--- src/rtl/sbc_pkg.sv ---
package sbc_pkg;

  localparam int OPC_W = 4;

  localparam logic [OPC_W-1:0] OPC_MOV = 4'd1;
  localparam logic [OPC_W-1:0] OPC_ADD = 4'd2;
  localparam logic [OPC_W-1:0] OPC_SUB = 4'd3;
  localparam logic [OPC_W-1:0] OPC_AND = 4'd4;
  localparam logic [OPC_W-1:0] OPC_OR  = 4'd5;
  localparam logic [OPC_W-1:0] OPC_LD  = 4'd6;
  localparam logic [OPC_W-1:0] OPC_ST  = 4'd7;
  localparam logic [OPC_W-1:0] OPC_JMP = 4'd8;
  localparam logic [OPC_W-1:0] OPC_LDI = 4'd9;

  // bus source slots; general registers follow SRC_REG0
  localparam int SRC_PC   = 0;
  localparam int SRC_MDR  = 1;
  localparam int SRC_Z    = 2;
  localparam int SRC_IR   = 3;
  localparam int SRC_REG0 = 4;

  typedef enum logic [1:0] {ALU_ADD, ALU_SUB, ALU_AND, ALU_OR} alu_op_e;

  typedef enum logic [4:0] {
    ST_F_ADDR, ST_F_WAIT, ST_F_IR, ST_F_PC,
    ST_MOV,
    ST_A_Y, ST_A_OP, ST_A_Z, ST_A_WB,
    ST_LD_ADDR, ST_LD_WAIT, ST_LD_WB,
    ST_S_ADDR, ST_S_DATA, ST_S_WAIT,
    ST_JMP,
    ST_X_ADDR, ST_X_WAIT, ST_X_PC, ST_X_WB
  } seq_state_e;

endpackage

--- src/rtl/sbc_regs.sv ---
module sbc_regs #(
  parameter int DATA_W = 16,
  parameter int NREG   = 4,
  localparam int REG_W = $clog2(NREG)
) (
  input  logic                         clk,
  input  logic                         rst,
  input  logic                         we,
  input  logic [REG_W-1:0]             widx,
  input  logic [DATA_W-1:0]            wdata,
  output logic [NREG-1:0][DATA_W-1:0]  q
);
  for (genvar i = 0; i < NREG; i++) begin : g_reg
    always_ff @(posedge clk) begin
      if (rst)
        q[i] <= '0;
      else if (we && widx == REG_W'(i))
        q[i] <= wdata;
    end
  end
endmodule

--- src/rtl/sbc_alu.sv ---
module sbc_alu
  import sbc_pkg::*;
#(
  parameter int DATA_W = 16
) (
  input  logic              clk,
  input  logic              rst,
  input  logic [DATA_W-1:0] bus,
  input  logic              y_ld,
  input  logic              res_ld,
  input  logic              z_ld,
  input  logic              z_inc,
  input  alu_op_e           op,
  output logic [DATA_W-1:0] z
);
  logic [DATA_W-1:0] y_q, res_q, comb_res;

  always_comb begin
    unique case (op)
      ALU_ADD: comb_res = y_q + bus;
      ALU_SUB: comb_res = y_q - bus;
      ALU_AND: comb_res = y_q & bus;
      default: comb_res = y_q | bus;
    endcase
  end

  always_ff @(posedge clk) begin
    if (rst) begin
      y_q   <= '0;
      res_q <= '0;
      z     <= '0;
    end else begin
      if (y_ld)   y_q   <= bus;
      if (res_ld) res_q <= comb_res;
      if (z_inc)      z <= bus + 1'b1;
      else if (z_ld)  z <= res_q;
    end
  end
endmodule

--- src/rtl/sbc_seq.sv ---
module sbc_seq
  import sbc_pkg::*;
#(
  parameter int NREG   = 4,
  localparam int REG_W = $clog2(NREG),
  localparam int NSRC  = SRC_REG0 + NREG
) (
  input  logic             clk,
  input  logic             rst,
  input  logic [OPC_W-1:0] opc,
  input  logic [REG_W-1:0] f_rd,
  input  logic [REG_W-1:0] f_rs,
  input  logic             mem_ready,
  output logic [NSRC-1:0]  bus_src,
  output logic             pc_ld,
  output logic             ir_ld,
  output logic             mar_ld,
  output logic             mdr_ld_bus,
  output logic             mdr_ld_mem,
  output logic             y_ld,
  output logic             res_ld,
  output logic             z_ld,
  output logic             z_inc,
  output logic             reg_ld,
  output logic [REG_W-1:0] reg_idx,
  output alu_op_e          alu_op,
  output logic             mem_rd,
  output logic             mem_wr
);
  seq_state_e state_q, state_d;

  function automatic logic [NSRC-1:0] one_src(input int slot);
    return NSRC'(1) << slot;
  endfunction

  function automatic logic [NSRC-1:0] reg_src(input logic [REG_W-1:0] r);
    return NSRC'(1) << (SRC_REG0 + int'(r));
  endfunction

  always_comb begin
    unique case (opc)
      OPC_SUB: alu_op = ALU_SUB;
      OPC_AND: alu_op = ALU_AND;
      OPC_OR:  alu_op = ALU_OR;
      default: alu_op = ALU_ADD;
    endcase
  end

  always_comb begin
    state_d    = state_q;
    bus_src    = '0;
    pc_ld      = 1'b0;
    ir_ld      = 1'b0;
    mar_ld     = 1'b0;
    mdr_ld_bus = 1'b0;
    mdr_ld_mem = 1'b0;
    y_ld       = 1'b0;
    res_ld     = 1'b0;
    z_ld       = 1'b0;
    z_inc      = 1'b0;
    reg_ld     = 1'b0;
    reg_idx    = f_rd;
    unique case (state_q)
      ST_F_ADDR: begin
        bus_src = one_src(SRC_PC); mar_ld = 1'b1; z_inc = 1'b1;
        state_d = ST_F_WAIT;
      end
      ST_F_WAIT: if (mem_ready) begin
        mdr_ld_mem = 1'b1; state_d = ST_F_IR;
      end
      ST_F_IR: begin
        bus_src = one_src(SRC_MDR); ir_ld = 1'b1; state_d = ST_F_PC;
      end
      ST_F_PC: begin
        bus_src = one_src(SRC_Z); pc_ld = 1'b1;
        unique case (opc)
          OPC_MOV:                          state_d = ST_MOV;
          OPC_ADD, OPC_SUB, OPC_AND, OPC_OR: state_d = ST_A_Y;
          OPC_LD:                           state_d = ST_LD_ADDR;
          OPC_ST:                           state_d = ST_S_ADDR;
          OPC_JMP:                          state_d = ST_JMP;
          OPC_LDI:                          state_d = ST_X_ADDR;
          default:                          state_d = ST_F_ADDR;
        endcase
      end
      ST_MOV: begin
        bus_src = reg_src(f_rs); reg_ld = 1'b1; state_d = ST_F_ADDR;
      end
      ST_A_Y:  begin bus_src = reg_src(f_rd); y_ld = 1'b1; state_d = ST_A_OP; end
      ST_A_OP: begin bus_src = reg_src(f_rs); res_ld = 1'b1; state_d = ST_A_Z; end
      ST_A_Z:  begin z_ld = 1'b1; state_d = ST_A_WB; end
      ST_A_WB: begin
        bus_src = one_src(SRC_Z); reg_ld = 1'b1; state_d = ST_F_ADDR;
      end
      ST_LD_ADDR: begin
        bus_src = one_src(SRC_IR); mar_ld = 1'b1; state_d = ST_LD_WAIT;
      end
      ST_LD_WAIT: if (mem_ready) begin
        mdr_ld_mem = 1'b1; state_d = ST_LD_WB;
      end
      ST_LD_WB: begin
        bus_src = one_src(SRC_MDR); reg_ld = 1'b1; state_d = ST_F_ADDR;
      end
      ST_S_ADDR: begin
        bus_src = one_src(SRC_IR); mar_ld = 1'b1; state_d = ST_S_DATA;
      end
      ST_S_DATA: begin
        bus_src = reg_src(f_rs); mdr_ld_bus = 1'b1; state_d = ST_S_WAIT;
      end
      ST_S_WAIT: if (mem_ready) state_d = ST_F_ADDR;
      ST_JMP: begin
        bus_src = one_src(SRC_IR); pc_ld = 1'b1; state_d = ST_F_ADDR;
      end
      ST_X_ADDR: begin
        bus_src = one_src(SRC_PC); mar_ld = 1'b1; z_inc = 1'b1;
        state_d = ST_X_WAIT;
      end
      ST_X_WAIT: if (mem_ready) begin
        mdr_ld_mem = 1'b1; state_d = ST_X_PC;
      end
      ST_X_PC: begin
        bus_src = one_src(SRC_Z); pc_ld = 1'b1; state_d = ST_X_WB;
      end
      ST_X_WB: begin
        bus_src = one_src(SRC_MDR); reg_ld = 1'b1; state_d = ST_F_ADDR;
      end
      default: state_d = ST_F_ADDR;
    endcase
  end

  always_ff @(posedge clk) begin
    if (rst) begin
      state_q <= ST_F_ADDR;
      mem_rd  <= 1'b0;
      mem_wr  <= 1'b0;
    end else begin
      state_q <= state_d;
      if (state_q == ST_F_ADDR || state_q == ST_LD_ADDR || state_q == ST_X_ADDR)
        mem_rd <= 1'b1;
      else if (mdr_ld_mem)
        mem_rd <= 1'b0;
      if (state_q == ST_S_DATA)
        mem_wr <= 1'b1;
      else if (state_q == ST_S_WAIT && mem_ready)
        mem_wr <= 1'b0;
    end
  end
endmodule

--- src/rtl/sbc_core.sv ---
module sbc_core
  import sbc_pkg::*;
#(
  parameter int DATA_W = 16,
  parameter int ADDR_W = 8,
  parameter int NREG   = 4
) (
  input  logic              clk,
  input  logic              rst,
  output logic [ADDR_W-1:0] mem_addr,
  output logic              mem_rd,
  output logic              mem_wr,
  output logic [DATA_W-1:0] mem_wdata,
  input  logic [DATA_W-1:0] mem_rdata,
  input  logic              mem_ready
);
  localparam int REG_W   = $clog2(NREG);
  localparam int NSRC    = SRC_REG0 + NREG;
  localparam int RD_MSB  = DATA_W - OPC_W - 1;
  localparam int RS_MSB  = RD_MSB - REG_W;

  logic [ADDR_W-1:0] pc_q, mar_q;
  logic [DATA_W-1:0] ir_q, mdr_q, bus, z;
  logic [NSRC-1:0]   bus_src;
  logic [DATA_W-1:0] src_val [NSRC];
  logic [NREG-1:0][DATA_W-1:0] gpr;
  logic pc_ld, ir_ld, mar_ld, mdr_ld_bus, mdr_ld_mem;
  logic y_ld, res_ld, z_ld, z_inc, reg_ld;
  logic [REG_W-1:0] reg_idx;
  alu_op_e alu_op;

  assign src_val[SRC_PC]  = {{(DATA_W-ADDR_W){1'b0}}, pc_q};
  assign src_val[SRC_MDR] = mdr_q;
  assign src_val[SRC_Z]   = z;
  assign src_val[SRC_IR]  = {{(DATA_W-ADDR_W){1'b0}}, ir_q[ADDR_W-1:0]};
  for (genvar i = 0; i < NREG; i++) begin : g_src
    assign src_val[SRC_REG0+i] = gpr[i];
  end

  // single shared bus: AND-OR of the selected source
  always_comb begin
    bus = '0;
    for (int i = 0; i < NSRC; i++)
      bus = bus | (src_val[i] & {DATA_W{bus_src[i]}});
  end

  always_ff @(posedge clk) begin
    if (rst) begin
      pc_q  <= '0;
      ir_q  <= '0;
      mar_q <= '0;
      mdr_q <= '0;
    end else begin
      if (pc_ld)  pc_q  <= bus[ADDR_W-1:0];
      if (ir_ld)  ir_q  <= bus;
      if (mar_ld) mar_q <= bus[ADDR_W-1:0];
      if (mdr_ld_mem)      mdr_q <= mem_rdata;
      else if (mdr_ld_bus) mdr_q <= bus;
    end
  end

  assign mem_addr  = mar_q;
  assign mem_wdata = mdr_q;

  sbc_seq #(.NREG(NREG)) u_seq (
    .clk(clk), .rst(rst),
    .opc(ir_q[DATA_W-1 -: OPC_W]),
    .f_rd(ir_q[RD_MSB -: REG_W]),
    .f_rs(ir_q[RS_MSB -: REG_W]),
    .mem_ready(mem_ready),
    .bus_src(bus_src), .pc_ld(pc_ld), .ir_ld(ir_ld), .mar_ld(mar_ld),
    .mdr_ld_bus(mdr_ld_bus), .mdr_ld_mem(mdr_ld_mem),
    .y_ld(y_ld), .res_ld(res_ld), .z_ld(z_ld), .z_inc(z_inc),
    .reg_ld(reg_ld), .reg_idx(reg_idx), .alu_op(alu_op),
    .mem_rd(mem_rd), .mem_wr(mem_wr)
  );

  sbc_alu #(.DATA_W(DATA_W)) u_alu (
    .clk(clk), .rst(rst), .bus(bus), .y_ld(y_ld), .res_ld(res_ld),
    .z_ld(z_ld), .z_inc(z_inc), .op(alu_op), .z(z)
  );

  sbc_regs #(.DATA_W(DATA_W), .NREG(NREG)) u_regs (
    .clk(clk), .rst(rst), .we(reg_ld), .widx(reg_idx), .wdata(bus), .q(gpr)
  );
endmodule

--- config.mk ---
export PLATFORM = sky130hd
export DESIGN_NAME = sbc_core
export DESIGN_NICKNAME = d
export VERILOG_FILES = /design/src/rtl/sbc_pkg.sv /design/src/rtl/sbc_regs.sv /design/src/rtl/sbc_alu.sv /design/src/rtl/sbc_seq.sv /design/src/rtl/sbc_core.sv
export SDC_FILE = /design/constraint.sdc
export NUM_CORES = 1
export LEC_CHECK = 0
export BUFFER_PORTS_ARGS = -buffer_cell sky130_fd_sc_hd__clkbuf_2
export CAP_MARGIN = 15
export CORE_MARGIN = 2
export CORE_UTILIZATION = 40
export CTS_BUF_LIST = sky130_fd_sc_hd__clkbuf_16
export DETAILED_ROUTE_END_ITERATION = 6
export GPL_TIMING_DRIVEN = 0
export SLEW_MARGIN = 15
export SYNTH_ARGS = -nofsm -noshare
export SYNTH_HDL_FRONTEND = slang
export SYNTH_SLANG_ARGS = --single-unit
--- constraint.sdc ---
create_clock -name clk -period 5.5 [get_ports clk]
set_input_delay 1.1 -clock clk [delete_from_list [all_inputs] [get_ports clk]]
set_output_delay 1.1 -clock clk [all_outputs]
set_load 0.005 [all_outputs]
==> results of run 1 <==
## where the power goes
| group | leakage (nW) | switching (W) | total (W) | internal, W |
|---|---|---|---|---|
| logic | 1.83 | 0.00123 | 0.00204 | 0.000817 |
| clock network | 0.279 | 0.000544 | 0.00121 | 0.000669 |
| registers | 1.39 | 0.000115 | 0.00149 | 0.00138 |
## logic make-up (layout without fill, tap and decap cells)
logic type	after synthesis	count (layout)	share of synthesized area [%]
buffers and inverters	127	200	5.81
DFF	172	172	37.3
AOI/OAI and AO/OA	308	308	24.6
adders and majority gates	35	35	4.42
and+or+nand+nor	397	397	20.7
muxes	31	31	4.06
xor gates and xnor gates	33	33	3.13
## worst max-delay path, cell delays in order, from the launching register on
cell                       delay (ns)
sky130_fd_sc_hd__dfxtp_1         0.32
sky130_fd_sc_hd__buf_6           0.15
sky130_fd_sc_hd__nor2b_4         0.18
sky130_fd_sc_hd__nor4b_4         0.61
sky130_fd_sc_hd__o21ai_0         0.39
sky130_fd_sc_hd__o311a_1         0.20
sky130_fd_sc_hd__and4_1          0.21
sky130_fd_sc_hd__clkbuf_1        0.23
sky130_fd_sc_hd__clkbuf_2        0.35
sky130_fd_sc_hd__xor2_1          0.24
sky130_fd_sc_hd__ha_1            0.36
sky130_fd_sc_hd__o21ai_0         0.11
sky130_fd_sc_hd__a21oi_1         0.28
sky130_fd_sc_hd__nor4_2          0.11
sky130_fd_sc_hd__o311a_1         0.34
sky130_fd_sc_hd__nor3_1          0.35
sky130_fd_sc_hd__a31oi_1         0.20
sky130_fd_sc_hd__o21ai_0         0.28
sky130_fd_sc_hd__nand2b_1        0.09
sky130_fd_sc_hd__a21oi_1         0.10
sky130_fd_sc_hd__nand3b_1        0.10
## cells in the mapped netlist, drive strengths merged (3+ instances only)
| library cell | number |
|---|---|
| nor3 | 32 |
| xor2 | 8 |
| xnor2 | 25 |
| mux4 | 5 |
| clkbuf | 75 |
| ha | 19 |
| nand3b | 6 |
| nor2b | 13 |
| nand4 | 3 |
| nand2b | 12 |
| inv | 28 |
| a211oi | 134 |
| nor3b | 9 |
| buf | 23 |
| nand2 | 50 |
| o21a | 6 |
| a31oi | 14 |
| a2111oi | 3 |
| o22ai | 7 |
| a22oi | 15 |
| and3 | 23 |
| o21bai | 3 |
| o31ai | 4 |
| nor4 | 5 |
| a221oi | 28 |
| nor2 | 210 |
| and2 | 4 |
| a21oi | 40 |
| dfxtp | 172 |
| maj3 | 15 |
| o32a | 3 |
| or3 | 6 |
| nand3 | 12 |
| mux2i | 24 |
| a21o | 5 |
| o21ai | 28 |
## final timing paths
check,startpoint,end,slack [ns],cells past startpoint
worst max-delay path,u_seq.state_q[1],u_alu.res_q[15],0.21,20
worst min-delay path,u_alu.res_q[15],u_alu.z[15],0.47,2
worst max register to register,u_seq.state_q[1],u_alu.res_q[15],0.21,20
worst min register to register,u_alu.res_q[15],u_alu.z[15],0.47,2
## per-stage QoR
step | total power, W | hold slack [ns] | instance area [um2] | util [%] | worst slack, ns
6_report | 0.00475 | 0.467 | 10500 | 46.3 | 0.213
5_1_grt | 0.00504 | 0.498 | 10500 | 46.3 | 0.0311
4_1_cts | 0.00471 | 0.477 | 10400 | 46.0 | 0.00137
3_5_place_dp | 0.00350 | 0.458 | 9810 | 43.3 | -0.792
3_3_place_gp | 0.00349 | 0.449 | 9810 | 43.3 | -0.841
2_1_floorplan | 0.00300 | 0.432 | 9240 | - | 0.759
## cell type report
| cell class | instances | area [um2] | share of cell area [%] |
|---|---|---|---|
| clock buffers | 17 | 425 | 4.06 |
| plain buffers | 96 | 433 | 4.13 |
| clock inverters | 13 | 144 | 1.37 |
| flip-flops and latches | 172 | 3450 | 32.9 |
| repair buffers | 45 | 230 | 2.20 |
| well taps | 285 | 357 | 3.40 |
| inverters | 29 | 109 | 1.04 |
| multi-input cells | 804 | 5330 | 50.9 |
## what timing repair did
action,4_1_cts,5_1_grt
pin swaps,0,0
endpoints found under the setup margin,11,7
resized for setup,6,20
endpoints found under the hold margin,0,0
setup buffers,0,2
cloned,0,0
## per-layer routing
metal	share of wire [%]	GRT usage, %
met5	0	0
met4	2.8	8.52
met3	7.4	5.03
met2	45	40.8
met1	45	36.9
## registers in the layout, summed over array words and instances (netlist names), named ones only
register / count
ir_q: 16
mem_addr: 8
mem_wdata: 16
pc_q: 8
u_alu.res_q: 16
u_alu.y_q: 16
u_alu.z: 16
u_regs.q: 64
u_seq.mem_rd: 1
u_seq.mem_wr: 1
u_seq.state_q: 5
==> run summary, run 1 <==
===============================================================================================
Run status ....................................................................... finished clean
Die boundary height ..............................................................       156 um
Peak Freq ........................................................................    0.189 GHz
P per Cell Area ..................................................................   453 nW/um2
Most common flop cell mapped by yosys ............................................ sky130_fd_sc_hd__dfxtp_1
Gate count of the mapped netlist .................................................         1103
Starting utilization of the core area ............................................        40.8%
Floorplan row count ..............................................................           55
Average via count per standard cell ..............................................         6.02
Max-cap violations ...............................................................            0
Most common library cell in the layout ignoring fill and taps .................... sky130_fd_sc_hd__nor2_1
Normalized max-slew margin .......................................................        34.0%
Aggregate routed wire length .....................................................     31600 um
Post-route fraction of the period consumed by the critical path ..................        96.1%
DRC errors left ..................................................................            0
Element type at the critical path start ..........................................    flip-flop
PortBufs .........................................................................           43
Global placer's final weighted congestion ........................................         1.01
Category of the most critical setup path ......................................... flip-flop to flip-flop
Final setup vio count ............................................................            0
Average footprint of a synthesized cell ..........................................     8.37 um2
TritonCTS clock tree .............................................................         done
Antenna violations before repair .................................................            0
Maximum VDD drop .................................................................     0.191 mV
Post-synth net total .............................................................         1142
Sequential area share after synthesis ............................................        37.3%
First-pass GRT wire length .......................................................     48300 um
FFs w/ async S/R, synth ..........................................................           0%
Clock latency at the later pin of the worst-skew pair ............................      0.44 ns
Unrepaired setup endpoints after global routing ..................................        false
Type of the most critical hold path .............................................. flip-flop to flip-flop
Static Leak ......................................................................      3.51 nW
Crit path arrival time ...........................................................      5.67 ns
Biggest area consumer among synthesized cells .................................... sky130_fd_sc_hd__dfxtp_1
Final HPWL from detailed placement ...............................................     23700 um
Share of the synthesized area in the top cell type ...............................        37.3%
Final layout net count ...........................................................         1204
Post-Route Skew ..................................................................    0.0116 ns
Crit. End Element ................................................................    flip-flop
I/O pin count ....................................................................           45
Post-Place Cells .................................................................         1431
Post-Synthesis Cell Area .........................................................     9240 um2
Number of vias after detailed routing ............................................         8791
Global Route Usage Sum ...........................................................        26.3%
Area growth syn-to-layout ........................................................        13.4%
Number of design-rule violations left by the first detailed-router iteration .....          970
Data required time of the worst path .............................................      5.89 ns
Largest fanout on the critical path ..............................................           10
Number of nets with antenna violations after detailed routing ....................            0
Core ar. .........................................................................    22600 um2
Flip-flop and latch count after synthesis ........................................          172
Clock input transition at the sequential cells of the worst setup and hold paths .      0.07 ns
Non-filler cells, final ..........................................................         1461
Most frequent cells in the layout ................................................ 210 x sky130_fd_sc_hd__nor2_1, 170 x sky130_fd_sc_hd__dfxtp_1, 128 x sky130_fd_sc_hd__a211oi_1
Number of global-route vias before repair ........................................         8200
Max-slew violation count .........................................................            0
Number of H-tree levels ..........................................................            4
Final total negative setup slack .................................................         0 ns
EDFF count, synth ................................................................            0
Hold Fails Final Rpt .............................................................            0
Clock sinks ......................................................................          172
Die width ........................................................................       156 um
Hold-fix buffers at CTS ..........................................................            0
Fillers ..........................................................................         2272
Grt ovf ..........................................................................            0
Routed wire per std cell .........................................................      21.7 um
Number of buffers added by the clock tree synthesis step .........................           17
Antenna diode count ..............................................................            0
Clock Path Buffers ...............................................................            2
Minimum period implied by the final worst setup slack ............................      5.29 ns
Pin count of the biggest net entering global routing .............................           17
Clock tree root driver cell ...................................................... sky130_fd_sc_hd__clkbuf_16
Share of cells above drive strength 1 ............................................        11.9%
Top cells by area, synth ......................................................... sky130_fd_sc_hd__dfxtp_1 37%, sky130_fd_sc_hd__a211oi_1 10%, sky130_fd_sc_hd__nor2_1 8.5%
Slew @ Worst Pin .................................................................     0.982 ns
Die outline area .................................................................    24300 um2
Count of distinct cell types in the synthesized netlist ..........................           77
Synth Warn # .....................................................................            0
Total iterations of the first detailed-routing run ...............................            5
===============================================================================================
Note: power is estimated with default switching activity, not from simulation.
==> run 2: changes to the inputs <==
--- a/config.mk
+++ b/config.mk
@@ -7,6 +7,7 @@
 export LEC_CHECK = 0
 export BUFFER_PORTS_ARGS = -buffer_cell sky130_fd_sc_hd__clkbuf_2
 export CAP_MARGIN = 15
+export CORE_ASPECT_RATIO = 0.75
 export CORE_MARGIN = 2
 export CORE_UTILIZATION = 40
 export CTS_BUF_LIST = sky130_fd_sc_hd__clkbuf_16
==> run summary, run 2 (synthesized netlist as in run 1, its figures left out) <==
===============================================================================================
Die boundary height ..............................................................       136 um   was 156 um
Average via count per standard cell ..............................................         6.04   was 6.02
Routed wire per std cell .........................................................      23.1 um   was 21.7 um
Clock Path Buffers ...............................................................            2   unchanged
Logic depth of the worst register-to-register path ...............................           18   was 20
Share of cells above drive strength 1 ............................................        12.2%   was 11.9%
Fillers ..........................................................................         2318   was 2272
Crit. End Element ................................................................    flip-flop   unchanged
Most frequent cells in the layout ................................................ 210 x sky130_fd_sc_hd__nor2_1, 170 x sky130_fd_sc_hd__dfxtp_1, 128 x sky130_fd_sc_hd__a211oi_1   unchanged
First-pass GRT wire length .......................................................     51700 um   was 48300 um
Max-slew violation count .........................................................            0   unchanged
Clock sinks ......................................................................          172   unchanged
Die outline area .................................................................    24300 um2   about the same
Type of the most critical hold path .............................................. flip-flop to flip-flop   unchanged
Power, Total .....................................................................    0.00477 W   was 0.00475 W
Sequential Area ..................................................................     3450 um2   unchanged
Fin worst setup slack ............................................................     0.182 ns   was 0.213 ns
Largest register by flop count ...................................................     u_regs.q   unchanged
TritonCTS clock tree .............................................................         done   unchanged
Pin count of the biggest net entering global routing .............................           17   unchanged
Number of nets with antenna violations after detailed routing ....................            0   unchanged
Cell type of the slowest stage on the worst timing path .......................... sky130_fd_sc_hd__clkbuf_1   was sky130_fd_sc_hd__nor4b_4
Number of flip-flops under the largest register name .............................           64   unchanged
Global placer's final weighted congestion ........................................        0.934   was 1.01
Core ar. .........................................................................    22800 um2   was 22600 um2
Unrepaired setup endpoints after global routing ..................................        false   unchanged
Worst setup path startpoint ...................................................... u_seq.state_q[1]   unchanged
Minimum period implied by the final worst setup slack ............................      5.32 ns   was 5.29 ns
Aggregate routed wire length .....................................................     34200 um   was 31600 um
Clock latency at the later pin of the worst-skew pair ............................      0.44 ns   about the same
CP delay by family, top .......................................................... compound AO/OA/AOI/OAI gates   unchanged
Slew @ Worst Pin .................................................................      1.24 ns   was 0.982 ns
Largest fanout on the critical path ..............................................           10   unchanged
Final setup vio count ............................................................            0   unchanged
Total area of multi-input combinational cells ....................................     5350 um2   was 5330 um2
Data required time of the worst path .............................................      5.85 ns   was 5.89 ns
Fraction of the core area covered by cells at the end of the flow ................        46.1%   was 46.3%
Number of buffers added by the clock tree synthesis step .........................           17   unchanged
Grt ovf ..........................................................................            0   unchanged
Peak Freq ........................................................................    0.188 GHz   was 0.189 GHz
Area growth syn-to-layout ........................................................        13.9%   was 13.4%
Worst reg-to-reg setup slack .....................................................      0.18 ns   was 0.21 ns
Max-cap violations ...............................................................            0   unchanged
Final HPWL from detailed placement ...............................................     25100 um   was 23700 um
Die width ........................................................................       179 um   was 156 um
Switching share of total power ...................................................        40.7%   was 39.7%
Clock share of power .............................................................        24.7%   was 25.5%
Net switching power ..............................................................    0.00194 W   was 0.00189 W
Antenna diode count ..............................................................            0   unchanged
Worst setup endpoint ............................................................. u_alu.res_q[14]   was u_alu.res_q[15]
P per Cell Area ..................................................................   454 nW/um2   was 453 nW/um2
Number of design-rule violations left by the first detailed-router iteration .....          905   was 970
Run status ....................................................................... finished clean   unchanged
Number of H-tree levels ..........................................................            4   unchanged
Category of the most critical setup path ......................................... flip-flop to flip-flop   unchanged
Post-placement setup slack .......................................................    -0.940 ns   was -0.792 ns
Starting utilization of the core area ............................................        40.5%   was 40.8%
Bufs and invs on worst path ......................................................            2   was 3
Hold Fails Final Rpt .............................................................            0   unchanged
Clock tree root driver cell ...................................................... sky130_fd_sc_hd__clkbuf_16   unchanged
Cell internal power dissipation ..................................................    0.00283 W   was 0.00286 W
Crit path arrival time ...........................................................      5.66 ns   was 5.67 ns
Global Route Usage Sum ...........................................................        28.3%   was 26.3%
Post-Route Skew ..................................................................    0.0138 ns   was 0.0116 ns
PortBufs .........................................................................           43   unchanged
Clock input transition at the sequential cells of the worst setup and hold paths .      0.07 ns   about the same
Worst reg2reg startpoint ......................................................... u_seq.state_q[1]   unchanged
Antenna violations before repair .................................................            0   unchanged
Post-route fraction of the period consumed by the critical path ..................        96.7%   was 96.1%
Final layout net count ...........................................................         1206   was 1204
Element type at the critical path start ..........................................    flip-flop   unchanged
Static Leak ......................................................................      3.51 nW   about the same
Number of global-route vias before repair ........................................         8239   was 8200
Total iterations of the first detailed-routing run ...............................            5   unchanged
DRC errors left ..................................................................            0   unchanged
Crit-path max cell delay .........................................................      0.67 ns   was 0.61 ns
Number of vias after detailed routing ............................................         8930   was 8791
Normalized max-slew margin .......................................................        16.4%   was 34.0%
Min Hold Slack ...................................................................     0.459 ns   was 0.467 ns
Most common library cell in the layout ignoring fill and taps .................... sky130_fd_sc_hd__nor2_1   unchanged
Maximum VDD drop .................................................................     0.230 mV   was 0.191 mV
Critical R2R Capture ............................................................. u_alu.res_q[14]   was u_alu.res_q[15]
Register share of total power ....................................................        31.4%   about the same
Floorplan row count ..............................................................           48   was 55
Depth of the critical timing path with buffers and inverters included ............           18   was 20
Cell-by-cell trace of the critical path .......................................... buf_6 > and3b_1 > o211ai_1 > o21ai_4 > a222oi_1 > and3_1 > clkbuf_1 > a31oi_1 > xnor2_1 > ha_1 > and3_1 > a31oi_1 > a21oi_1 > a21o_1 > a21oi_1 > xnor2_1 > nand2_1 > a211oi_1   was buf_6 > nor2b_4 > nor4b_4 > o21ai_0 > o311a_1 > and4_1 > clkbuf_1 > clkbuf_2 > xor2_1 > ha_1 > o21ai_0 > a21oi_1 > nor4_2 > o311a_1 > nor3_1 > a31oi_1 > o21ai_0 > nand2b_1 > a21oi_1 > nand3b_1
I/O pin count ....................................................................           45   unchanged
Portion of total power attributed to combinational logic .........................        43.9%   was 43.0%
===============================================================================================
## run 2: changes by cell type in the layout (fill, tap and decap cells not counted), sizes merged
cell / previous run / this run
inv: 33 / 32
clkinvlp: 2 / 4
clkinv: 5 / 6
buf: 25 / 28
bufinv: 2 / 1
clkbuf: 133 / 132
## run 2: through the flow
stage	cells	instance area, um2	setup TNS (ns)
finish	1479	10500	0
CTS	1476	10400	0
global placement	1446	9830	-6.70
global route	1479	10500	0
detailed placement	1446	9830	-6.47
floorplan	1103	9240	0
## run 2: per-layer routing
metal	track usage (%)	share of wire [%]	vias to the layer above
met5	0	0	-
met4	8.63	2.4	0
met3	7.90	10	60
met2	40.0	40	443
met1	41.3	47	4286
li1	-	-	4141
## run 2: worst min path at each step
stage	from	end	slack [ns]	depth (start not counted)
final	u_alu.res_q[15]	u_alu.z[15]	0.46	2
after CTS	u_alu.res_q[15]	u_alu.z[15]	0.46	2
after floorplan	u_alu.res_q[15]	u_alu.z[15]	0.43	2
after global placement	u_alu.res_q[15]	u_alu.z[15]	0.44	2
after detailed placement	u_alu.res_q[15]	u_alu.z[15]	0.45	2
after global routing	u_alu.res_q[13]	u_alu.z[13]	0.48	2
## run 2: worst min-delay path, cell delays in order, from the launching register on
cell and delay, ns:
sky130_fd_sc_hd__dfxtp_1 0.31, sky130_fd_sc_hd__nand2_1 0.05, sky130_fd_sc_hd__a21oi_1 0.05
## run 2: cell type report
cell class | instances | area share, %
multi-input combinational | 804 | 50.9
sequential | 172 | 32.8
buffer | 96 | 4.21
clock buffer | 17 | 4.04
tap | 300 | 3.57
timing repair buffer | 47 | 2.33
clock inverter | 14 | 1.20
inverter | 29 | 1.03
## run 2: power groups by stage
stage	clock, W	sequential, W	combinational [W]
floorplan	0	0.00147	0.00153
global placement	0	0.00150	0.00201
detailed placement	0	0.00150	0.00202
CTS	0.00118	0.00148	0.00204
global route	0.00123	0.00151	0.00231
finish	0.00118	0.00150	0.00210
## run 2: what timing repair did
action | CTS | global route
setup buffers | 0 | 4
gates resized for setup | 12 | 29
pin swaps | 0 | 2
endpoints found under the setup margin | 12 | 6
hold buffers | 0 | 0
endpoints found under the hold margin | 0 | 0
==> run 3: changes to the inputs <==
--- a/config.mk
+++ b/config.mk
@@ -8,12 +8,10 @@
 export BUFFER_PORTS_ARGS = -buffer_cell sky130_fd_sc_hd__clkbuf_2
 export CAP_MARGIN = 15
 export CORE_ASPECT_RATIO = 0.75
-export CORE_MARGIN = 2
 export CORE_UTILIZATION = 40
 export CTS_BUF_LIST = sky130_fd_sc_hd__clkbuf_16
 export DETAILED_ROUTE_END_ITERATION = 6
 export GPL_TIMING_DRIVEN = 0
-export SLEW_MARGIN = 15
 export SYNTH_ARGS = -nofsm -noshare
 export SYNTH_HDL_FRONTEND = slang
 export SYNTH_SLANG_ARGS = --single-unit
==> constraint.sdc (replaced) <==
create_clock -name clk -period 4.9 [get_ports clk]
set_input_delay 0.98 -clock clk [delete_from_list [all_inputs] [get_ports clk]]
set_output_delay 0.98 -clock clk [all_outputs]
set_load 0.005 [all_outputs]
==> run summary, run 3 (synthesized netlist as in run 1, its figures left out) <==
===============================================================================================
Pin count of the biggest net entering global routing .............................           19   was 17
Total area of multi-input combinational cells ....................................     5490 um2   was 5350 um2
Clock share of power .............................................................        25.0%   was 24.7%
Clock tree root driver cell ...................................................... sky130_fd_sc_hd__clkbuf_16   unchanged
Crit. End Element ................................................................    flip-flop   unchanged
Minimum period implied by the final worst setup slack ............................      4.72 ns   was 5.32 ns
Post-route design area ...........................................................    10900 um2   was 10500 um2
Post-placement cell area .........................................................     9820 um2   was 9830 um2
Static Leak ......................................................................      3.64 nW   was 3.51 nW
Max-cap violations ...............................................................            0   unchanged
Die outline area .................................................................    23700 um2   was 24300 um2
Post-Route Skew ..................................................................    0.0143 ns   was 0.0138 ns
Most common library cell in the layout ignoring fill and taps .................... sky130_fd_sc_hd__nor2_1   unchanged
Routed wire per std cell .........................................................      23.3 um   was 23.1 um
Die width ........................................................................       177 um   was 179 um
Antenna diode count ..............................................................            0   unchanged
Post-route fraction of the period consumed by the critical path ..................        96.4%   was 96.7%
Aggregate routed wire length .....................................................     34700 um   was 34200 um
Grt ovf ..........................................................................            0   unchanged
Antenna violations before repair .................................................            0   unchanged
Run status ....................................................................... finished clean   unchanged
Cell internal power dissipation ..................................................    0.00330 W   was 0.00283 W
Final total negative setup slack .................................................         0 ns   unchanged
Global placer's final weighted congestion ........................................        0.946   was 0.934
Sequential Area ..................................................................     3450 um2   about the same
I/O pin count ....................................................................           45   unchanged
Clock latency at the later pin of the worst-skew pair ............................      0.46 ns   was 0.44 ns
Number of H-tree levels ..........................................................            4   unchanged
TritonCTS clock tree .............................................................         done   unchanged
Fraction of the core area covered by cells at the end of the flow ................        48.6%   was 46.1%
Number of buffers added by the clock tree synthesis step .........................           17   unchanged
Final setup vio count ............................................................            0   unchanged
Max-slew violation count .........................................................            0   unchanged
Hold-fix buffers at CTS ..........................................................            0   unchanged
Clock sinks ......................................................................          172   unchanged
Fillers ..........................................................................         2218   was 2318
Average via count per standard cell ..............................................         6.09   was 6.04
Final HPWL from detailed placement ...............................................     25200 um   was 25100 um
Number of nets with antenna violations after detailed routing ....................            0   unchanged
PortBufs .........................................................................           43   unchanged
DRC errors left ..................................................................            0   unchanged
Share of cells above drive strength 1 ............................................        15.4%   was 12.2%
Global Route Usage Sum ...........................................................        29.8%   was 28.3%
Cell-by-cell trace of the critical path .......................................... buf_6 > mux4_2 > a22oi_1 > nand3_1 > a211oi_4 > buf_8 > ha_1 > nor2_1 > xor2_1 > ha_1 > a21o_1 > a21oi_2 > o21ai_1 > a31oi_2 > a21oi_1 > a21o_1 > a21oi_1 > xnor2_1 > nand2_1 > a211oi_1   was buf_6 > and3b_1 > o211ai_1 > o21ai_4 > a222oi_1 > and3_1 > clkbuf_1 > a31oi_1 > xnor2_1 > ha_1 > and3_1 > a31oi_1 > a21oi_1 > a21o_1 > a21oi_1 > xnor2_1 > nand2_1 > a211oi_1
Portion of total power attributed to combinational logic .........................        45.2%   was 43.9%
Min Hold Slack ...................................................................     0.469 ns   was 0.459 ns
Core ar. .........................................................................    22300 um2   was 22800 um2
Switching share of total power ...................................................        41.3%   was 40.7%
Most frequent cells in the layout ................................................ 210 x sky130_fd_sc_hd__nor2_1, 169 x sky130_fd_sc_hd__dfxtp_1, 127 x sky130_fd_sc_hd__a211oi_1   was 210 x sky130_fd_sc_hd__nor2_1, 170 x sky130_fd_sc_hd__dfxtp_1, 128 x sky130_fd_sc_hd__a211oi_1
Clock input transition at the sequential cells of the worst setup and hold paths .      0.08 ns   was 0.07 ns
Final layout net count ...........................................................         1217   was 1206
Net switching power ..............................................................    0.00232 W   was 0.00194 W
Die boundary height ..............................................................       134 um   was 136 um
Slew @ Worst Pin .................................................................      1.25 ns   was 1.24 ns
Starting utilization of the core area ............................................        41.3%   was 40.5%
Floorplan row count ..............................................................           47   was 48
Maximum VDD drop .................................................................     0.283 mV   was 0.230 mV
Data required time of the worst path .............................................      5.26 ns   was 5.85 ns
Area growth syn-to-layout ........................................................        17.6%   was 13.9%
Peak Freq ........................................................................    0.212 GHz   was 0.188 GHz
Crit-path max cell delay .........................................................      0.57 ns   was 0.67 ns
Number of vias after detailed routing ............................................         9045   was 8930
Element type at the critical path start ..........................................    flip-flop   unchanged
Crit path arrival time ...........................................................      5.08 ns   was 5.66 ns
Largest fanout on the critical path ..............................................           10   unchanged
First-pass GRT wire length .......................................................     52300 um   was 51700 um
Cell type of the slowest stage on the worst timing path .......................... sky130_fd_sc_hd__mux4_2   was sky130_fd_sc_hd__clkbuf_1
Number of flip-flops under the largest register name .............................           64   unchanged
Total iterations of the first detailed-routing run ...............................            5   unchanged
Number of design-rule violations left by the first detailed-router iteration .....          910   was 905
Number of global-route vias before repair ........................................         8361   was 8239
Largest register by flop count ...................................................     u_regs.q   unchanged
Hold Fails Final Rpt .............................................................            0   unchanged
P per Cell Area ..................................................................   518 nW/um2   was 454 nW/um2
Register share of total power ....................................................        29.8%   was 31.4%
Normalized max-slew margin .......................................................        15.7%   was 16.4%
Type of the most critical hold path .............................................. flip-flop to flip-flop   unchanged
Category of the most critical setup path ......................................... flip-flop to flip-flop   unchanged
Clock Path Buffers ...............................................................            2   unchanged
===============================================================================================
[run 3: worst max-delay path, delay by kind of cell, from the launching register on]
kind / cells / cell delay, ns
buf+inv: 2 / 0.32
flops: 1 / 0.37
compound gates: 10 / 2.16
xor+xnor: 2 / 0.31
fa+ha+maj: 2 / 0.57
simple gates: 3 / 0.32
mux: 1 / 0.57
[run 3: stage by stage]
step           setup WS, ns  std cells  power (W)
4_1_cts            0.000653       1476    0.00545
3_5_place_dp          -1.40       1440    0.00396
6_report              0.176       1485    0.00562
3_3_place_gp          -1.41       1440    0.00394
5_1_grt             -0.0108       1485    0.00591
2_1_floorplan         0.159       1103    0.00337
[run 3: area by class of cell]
| cell class | count | area share (%) |
|---|---|---|
| multi-input cells | 804 | 50.5 |
| flip-flops and latches | 172 | 31.8 |
| plain buffers | 93 | 4.35 |
| clock buffers | 17 | 3.92 |
| repair buffers | 61 | 3.46 |
| well taps | 294 | 3.39 |
| clock inverters | 15 | 1.61 |
| inverters | 29 | 1.00 |
[run 3: what timing repair did]
| item | 4_1_cts | 5_1_grt |
|---|---|---|
| setup buffers | 6 | 12 |
| pin swaps | 1 | 9 |
| gates resized for setup | 37 | 44 |
| endpoints found under the setup margin | 14 | 9 |
[run 3: final timing paths]
| kind | from | to | slack (ns) | cells past startpoint |
|---|---|---|---|---|
| worst max-delay path | ir_q[8] | u_alu.res_q[14] | 0.18 | 20 |
| worst min-delay path | u_alu.res_q[13] | u_alu.z[13] | 0.47 | 2 |
| worst max register to register | ir_q[8] | u_alu.res_q[14] | 0.18 | 20 |
| worst min register to register | u_alu.res_q[13] | u_alu.z[13] | 0.47 | 2 |
[run 3: power by group through the flow]
stage / Sequential (W) / Clock, W / Combinational [W]
2_1_floorplan: 0.00165 / 0 / 0.00172
4_1_cts: 0.00167 / 0.00141 / 0.00237
3_3_place_gp: 0.00168 / 0 / 0.00226
3_5_place_dp: 0.00168 / 0 / 0.00227
5_1_grt: 0.00169 / 0.00148 / 0.00274
6_report: 0.00168 / 0.00140 / 0.00254
[run 3: per-layer routing]
| metal | routed length, um | global-route usage [%] |
|---|---|---|
| met1 | 16600 | 44.6 |
| met2 | 14000 | 41.3 |
| met3 | 3320 | 7.05 |
| met4 | 735 | 9.35 |
| met5 | 0 | 0 |
